### src/rtl/ptr_mod_pkg.sv
package ptr_mod_pkg;
  typedef enum logic [1:0] {
    LO_KEEP = 2'd0,
    LO_INC  = 2'd1,
    LO_DEC  = 2'd2,
    LO_CLR  = 2'd3
  } lo_op_e;
endpackage

### src/rtl/dp_low_step.sv
module dp_low_step
  import ptr_mod_pkg::*;
#(
  parameter int LO_W = 4
) (
  input  lo_op_e            op_i,
  input  logic [LO_W-1:0]   nib_i,
  output logic [LO_W-1:0]   nib_o
);
  always_comb begin
    unique case (op_i)
      LO_INC:  nib_o = nib_i + 1'b1;
      LO_DEC:  nib_o = nib_i - 1'b1;
      LO_CLR:  nib_o = '0;
      default: nib_o = nib_i;
    endcase
  end
endmodule

### src/rtl/dp_next.sv
module dp_next
  import ptr_mod_pkg::*;
#(
  parameter int DP_W = 8,
  parameter int LO_W = 4,
  localparam int HI_W = DP_W - LO_W
) (
  input  logic [DP_W-1:0] base_i,
  input  logic            mod_en_i,
  input  lo_op_e          lo_op_i,
  input  logic [HI_W-1:0] hi_mask_i,
  output logic [DP_W-1:0] next_o
);
  logic [LO_W-1:0] lo_step;

  dp_low_step #(.LO_W(LO_W)) u_lo (
    .op_i  (lo_op_i),
    .nib_i (base_i[LO_W-1:0]),
    .nib_o (lo_step)
  );

  always_comb begin
    if (mod_en_i) next_o = {base_i[DP_W-1:LO_W] ^ hi_mask_i, lo_step};
    else          next_o = base_i;
  end
endmodule

### src/rtl/rp_next.sv
module rp_next #(
  parameter int RP_W = 11
) (
  input  logic [RP_W-1:0] base_i,
  input  logic            dec_i,
  output logic [RP_W-1:0] next_o
);
  assign next_o = dec_i ? base_i - 1'b1 : base_i;
endmodule

### src/rtl/ptr_modify_unit.sv
module ptr_modify_unit
  import ptr_mod_pkg::*;
#(
  parameter int DP_W = 8,
  parameter int RP_W = 11,
  parameter int LO_W = 4,
  localparam int HI_W = DP_W - LO_W
) (
  input  logic            clk_i,
  input  logic            rst_ni,
  input  logic            exec_i,
  input  logic            op_i,
  input  logic [1:0]      lo_code_i,
  input  logic [HI_W-1:0] hi_mask_i,
  input  logic            rp_dec_i,
  input  logic            dp_ld_i,
  input  logic            rp_ld_i,
  input  logic [RP_W-1:0] ld_data_i,
  output logic [DP_W-1:0] dp_o,
  output logic [RP_W-1:0] rp_o,
  output logic            dp_lo_zero_o,
  output logic            dp_lo_full_o
);
  logic [DP_W-1:0] dp_q, dp_base, dp_d;
  logic [RP_W-1:0] rp_q, rp_base, rp_d;

  // load precedes modification
  assign dp_base = dp_ld_i ? ld_data_i[DP_W-1:0] : dp_q;
  assign rp_base = rp_ld_i ? ld_data_i : rp_q;

  dp_next #(.DP_W(DP_W), .LO_W(LO_W)) u_dp (
    .base_i    (dp_base),
    .mod_en_i  (op_i),
    .lo_op_i   (lo_op_e'(lo_code_i)),
    .hi_mask_i (hi_mask_i),
    .next_o    (dp_d)
  );

  rp_next #(.RP_W(RP_W)) u_rp (
    .base_i (rp_base),
    .dec_i  (op_i & rp_dec_i),
    .next_o (rp_d)
  );

  always_ff @(posedge clk_i or negedge rst_ni) begin
    if (!rst_ni) begin
      dp_q <= '0;
      rp_q <= '0;
    end else if (exec_i) begin
      dp_q <= dp_d;
      rp_q <= rp_d;
    end
  end

  assign dp_o         = dp_q;
  assign rp_o         = rp_q;
  assign dp_lo_zero_o = (dp_q[LO_W-1:0] == '0);
  assign dp_lo_full_o = &dp_q[LO_W-1:0];
endmodule

### config.mk
export PLATFORM = sky130hd
export DESIGN_NAME = ptr_modify_unit
export DESIGN_NICKNAME = d
export VERILOG_FILES = /design/src/rtl/ptr_mod_pkg.sv /design/src/rtl/dp_low_step.sv /design/src/rtl/dp_next.sv /design/src/rtl/rp_next.sv /design/src/rtl/ptr_modify_unit.sv
export SDC_FILE = /design/constraint.sdc
export NUM_CORES = 1
export LEC_CHECK = 0
export ABC_AREA = 1
export BUFFER_PORTS_ARGS = -buffer_cell sky130_fd_sc_hd__buf_4
export CAP_MARGIN = 20
export CELL_PAD_IN_SITES_DETAIL_PLACEMENT = 1
export CELL_PAD_IN_SITES_GLOBAL_PLACEMENT = 1
export CORE_MARGIN = 1
export CORE_UTILIZATION = 36
export CTS_CLUSTER_DIAMETER = 80
export CTS_CLUSTER_SIZE = 30
export DETAILED_ROUTE_END_ITERATION = 12
export PLACE_DENSITY_LB_ADDON = 0.3
export SYNTH_ARGS = -nofsm -noshare
export SYNTH_HDL_FRONTEND = slang
export SYNTH_SLANG_ARGS = --single-unit
### constraint.sdc
create_clock -name clk_i -period 1.8 [get_ports clk_i]
set_input_delay 0.18 -clock clk_i [delete_from_list [all_inputs] [get_ports clk_i]]
set_output_delay 0.18 -clock clk_i [all_outputs]
set_load 0.1 [all_outputs]
Yosys cells after proc, flatten, opt, wreduce, memory -nomap -nowiden
Cells that the tools add are included.
- register bits: 19
- latch bits: 0
- memories kept: 0
- memory bits (writable): 0
- logic and storage cells: 17
- memory bits (read-only): 0
- output and inout port bits: 21
- magnitude comparators: 0
- divide/modulo/power cells: 0
- equal/unequal tests: 3
- reductions and logical operators: 2
- add/sub/neg operators: 3
- shifts and indexed selects: 0
- bitwise logic cells: 2
- muxes and demuxes: 5
- $mul: 0
- operators with widths (operator ; count):
    11-bit two-way mux ; 2
    8-bit two-way mux ; 2
    4-bit case mux with 3 select lines ; 1
    11-bit by 1-bit subtractor with 11-bit output, second input constant ; 1
    4-bit by 1-bit adder with 4-bit output, second input constant ; 1
    2-bit == test, second input constant ; 2
    4-bit logical NOT ; 1
    4-bit AND reduction ; 1
    4-bit by 1-bit subtractor with 4-bit output, second input constant ; 1
    4-bit bitwise XOR ; 1
    2-bit by 1-bit == test with 1-bit output, second input constant ; 1
    1-bit AND ; 1

Depth between registers and ports, before layout
- depth in word-level cells: 4
- mapped depth: 14

Modules after synthesis
From an unflattened synthesis, not the netlist that was laid out.
- cell total of the unflattened synthesis: 255
- area total of the unflattened synthesis: 1639.1 µm²
- modules (own cells, without submodules) (module ; area each (µm²) ; times used ; cells an instance):
    ptr_modify_unit ; 977.2 ; 1 ; 129
    rp_next ; 277.8 ; 1 ; 54
    dp_low_step ; 193.9 ; 1 ; 34
    dp_next ; 190.2 ; 1 ; 38

Least setup slack after synthesis
OpenSTA, ideal clock, no wires.
- kind: register -> output
- start: register dp_q[3], in the netlist dp_o[3]
- end: output dp_lo_zero_o
- stages on the path, launching flop included: 2
- data required time: 1.620 ns
- path buffers: 0
- setup slack: -2.185 ns
- arrival time: 3.805 ns
- cells stage by stage: dfrtp_1 nor4_1
- word-level cells in the longest chain between the ends: 1
- ends and longest elaborated chain (item ; RTL line ; source):
    start: declaration ; ptr_modify_unit.sv:24 ; logic [DP_W-1:0] dp_q, dp_base, dp_d;
    start signal: assignment ; ptr_modify_unit.sv:50 ; dp_q <= dp_d;
    4-bit logical NOT ; ptr_modify_unit.sv:57 ; assign dp_lo_zero_o = (dp_q[LO_W-1:0] == '0);
    end: declaration ; ptr_modify_unit.sv:21 ; output logic dp_lo_zero_o,
Every way passes these cells.

Worst setup path after layout
- start: register dp_q[1], in the netlist dp_o[1]
- end: register dp_q[2], in the netlist dp_o[2]
- word-level cells in the longest chain between the ends: 4
- elaborated cells on any way between the ends: 5
- ends and longest elaborated chain (item ; RTL line ; source):
    8-bit two-way mux * ; ptr_modify_unit.sv:28 ; assign dp_base = dp_ld_i ? ld_data_i[DP_W-1:0] : dp_q;
    4-bit by 1-bit subtractor with 4-bit output or 4-bit by 1-bit adder with 4-bit output (tied branches) ; dp_low_step.sv:13, dp_low_step.sv:12 ;
    4-bit case mux with 3 select lines * ; dp_low_step.sv:11 ; unique case (op_i)
    8-bit two-way mux * ; dp_next.sv:23 ; if (mod_en_i) next_o = {base_i[DP_W-1:LO_W] ^ hi_mask_i, lo_step};
Every way passes the cells marked *; elsewhere a longest branch is shown, timed or not.
A chain may end at the register's enable or synchronous reset.

==> results.json <==
{
  "h-tree-depth": 1,
  "clkTransAtPathRegs_ns": 0.08,
  "period_needed_ns": 1.68,
  "r2r_slack_ns": 0.12,
  "place_congestion": 0.877,
  "place_inst": 327,
  "seq_area_um2": 497,
  "period_share": 0.933,
  "multiInputGateArea_um2": 963,
  "grtUsageTotal": 0.222,
  "synthTopCellsByArea": "dfrtp_1 (30%), nand2_1 (21%), inv_1 (8.4%)",
  "clkSinkCount": 19,
  "area_growth_pct": 33.0,
  "crit_path_max_fanout": 3,
  "worstRegToRegCells": 6,
  "rows": 23,
  "tns_ns": 0,
  "cts_tree": "done",
  "cp.arrival_ns": 1.82,
  "clk_latency_ns": 0.26,
  "wl_per_cell_um": 13.5,
  "numCtsBuffers": 3,
  "synthCells": 235,
  "synth_top_area_cell": "dfrtp_1",
  "dpl.hpwl_um": 3510,
  "dieArea_mm2": 0.00460,
  "root_buffer": "clkbuf_8",
  "worst_pin_slew_ns": 0.459,
  "crit_type": "flip-flop to flip-flop",
  "yosys_warnings": 0,
  "crit_slowest_cell": "dfrtp_4",
  "reg2reg_from": "dp_o[1]$_DFFE_PN0P_",
  "r2r-end": "dp_o[2]$_DFFE_PN0P_",
  "crit_chain": "inv_2 -> o21ai_2 -> fa_1 -> or2_2 -> nand4_1 -> a22oi_1",
  "grt_pass1_wl_um": 7610,
  "grt_max_degree": 20,
  "avgViaCountPerCell": 4.96,
  "routed_wl_um": 4470,
  "cp-start-kind": "flip-flop",
  "n_fill_cell": 551,
  "ioPinCount": 45,
  "route.vias.total": 1647,
  "setup_viol": 0,
  "die_x_um": 67.8,
  "hold_viol": 0,
  "drive_gt1_frac": 0.298,
  "antenna_found_initial": 0,
  "fin_cells": 332,
  "hold_path.class": "primary input to flip-flop",
  "synth_most_common_cell": "nand2_1",
  "ys_ff_latch": 19,
  "synth_cell_types": 29,
  "coreArea_mm2": 0.00409,
  "clk_path_buf_depth": 2,
  "port_buffers": 44,
  "ir_drop_mv": 0.368,
  "syn_nets": 265,
  "slew_headroom": 0.693,
  "start_util": 0.382,
  "p_leak_nw": 1.10,
  "startpoint": "dp_o[1]$_DFFE_PN0P_",
  "end_kind": "flip-flop",
  "antenna_left": 0,
  "synthesis.area_mm2": 0.00156,
  "grt_setup_unrepaired": "true",
  "post-route-drc-count": 0,
  "cp-endpoint": "dp_o[2]$_DFFE_PN0P_",
  "status": "finished clean",
  "slew_viol_final": 0,
  "grt.overflow.total": 0,
  "syn_avg_cell_area_um2": 6.64,
  "max_freq_mhz": 596,
  "crit_path_max_incr_delay_ns": 0.51,
  "synthDominantCellAreaShare": 0.305,
  "die_h_um": 67.8,
  "drt_iter0_drc": 52,
  "ys_async_sr_fraction": 1.00,
  "final_net_count": 313,
  "maxCapViolations": 0,
  "worst_clock_skew_ns": 0.00711,
  "diodes": 0,
  "powerDensity_mw_per_mm2": 910,
  "ys_seq_area_frac": 0.305,
  "cp.required_ns": 1.94,
  "synth-edff-count": 0,
  "dr.pass1.iters": 4,
  "ys.flop_type": "dfrtp_1",
  "synth_common_cells": "nand2_1 (87), inv_1 (35), dfrtp_1 (19)",
  "grt_pass1_vias": 1691
}
kinds of logic (layout without fill, tap and decap cells):
group | Yosys count | count (layout) | synth area share
adders and majority gates | 6 | 6 | 0.0529
DFF | 19 | 19 | 0.305
buffers and inverters | 43 | 90 | 0.114
and+or+nand+nor | 128 | 128 | 0.374
AOI/OAI and AO/OA | 32 | 32 | 0.115
xor gates and xnor gates | 7 | 7 | 0.0393
worst max-delay path, delay by kind of cell (launching register included):
family	cells	cell delay, ns
flip-flops	1	0.51
adder cells (fa/ha/maj)	1	0.40
AO/OA/AOI/OAI	2	0.16
buffers and inverters	1	0.11
AND/OR/NAND/NOR	2	0.37
per-layer routing:
metal  GRT usage  routed length (µm)  vias up
met5           0                   0        -
li1            -                   -      832
met3      0.0250                 206        7
met1       0.295                2110      761
met4      0.0677                  74        0
met2       0.374                2080       47
flip-flops by register name (all words and copies together) (netlist names):
| signal | count |
|---|---|
| rp_o | 11 |
| dp_o | 8 |
cell usage in the layout, fill, tap and decap left out:
master,synthesis,layout
dfrtp_1,19,12
or2_1,1,1
o21ai_1,8,8
ha_4,0,1
nand2_2,5,6
o22ai_1,1,1
or2_2,1,1
a22oi_1,2,2
nor4_4,0,1
clkbuf_8,0,3
nand4_1,4,4
clkinv_2,0,1
nand2_4,1,1
a21oi_1,3,3
ha_1,5,4
nor2_2,1,1
nor3_4,0,1
buf_4,0,47
inv_1,35,34
nand3_1,15,15
nand2_1,87,86
dfrtp_2,0,2
nor2_1,7,6
nor2_4,2,3
nand3_4,2,2
xor2_1,7,7
o21ai_0,13,11
fa_1,1,1
a31oi_1,2,2
dfrtp_4,0,5
inv_2,3,4
o21ai_2,3,5
dlygate4sd3_1,0,1
worst min path at each step:
| stage | start | to | depth (start not counted) |
|---|---|---|---|
| global route | exec_i | dp_o[0]$_DFFE_PN0P_ | 2 |
| global placement | rst_ni | rp_o[5]$_DFFE_PN0P_ | 1 |
| finish | exec_i | dp_o[0]$_DFFE_PN0P_ | 2 |
| CTS | exec_i | dp_o[0]$_DFFE_PN0P_ | 2 |
| detailed placement | rst_ni | dp_o[7]$_DFFE_PN0P_ | 1 |
| floorplan | rst_ni | dp_o[4]$_DFFE_PN0P_ | 0 |
repair_timing:
action / 4_1_cts / 5_1_grt
gates resized for setup: 0 / 6
hold buffers: 1 / 0
endpoints found under the setup margin: 0 / 5
buffers inserted: 0 / 0
endpoints found under the hold margin: 19 / 0
through the flow:
stage	hold slack, ns	worst slack, ns	power, W	utilization	instance area [µm²]
final	0.230	0.121	0.00189	0.508	2070
after global routing	0.260	-0.00903	0.00200	0.508	2070
after CTS	0.227	0.0242	0.00189	0.501	2050
after detailed placement	0.0851	0.0583	0.00157	0.487	1990
after global placement	0.0819	0.118	0.00155	0.487	1990
after floorplan	-0.116	-0.144	0.00132	-	1610
cell type report:
| class | instances | share of cell area |
|---|---|---|
| multi-input cells | 173 | 0.464 |
| flip-flops and latches | 19 | 0.239 |
| repair buffers | 48 | 0.175 |
| inverters | 38 | 0.0688 |
| well taps | 50 | 0.0302 |
| clock buffers | 3 | 0.0199 |
| clock inverters | 1 | 0.00241 |
report_power, final:
| group | internal [W] | total, W | switching [W] |
|---|---|---|---|
| Combinational | 0.000245 | 0.00101 | 0.000762 |
| Clock | 0.000154 | 0.000315 | 0.000161 |
| Sequential | 0.000500 | 0.000566 | 0.0000662 |
No activity file was read; power rests on OpenSTA's default activity.
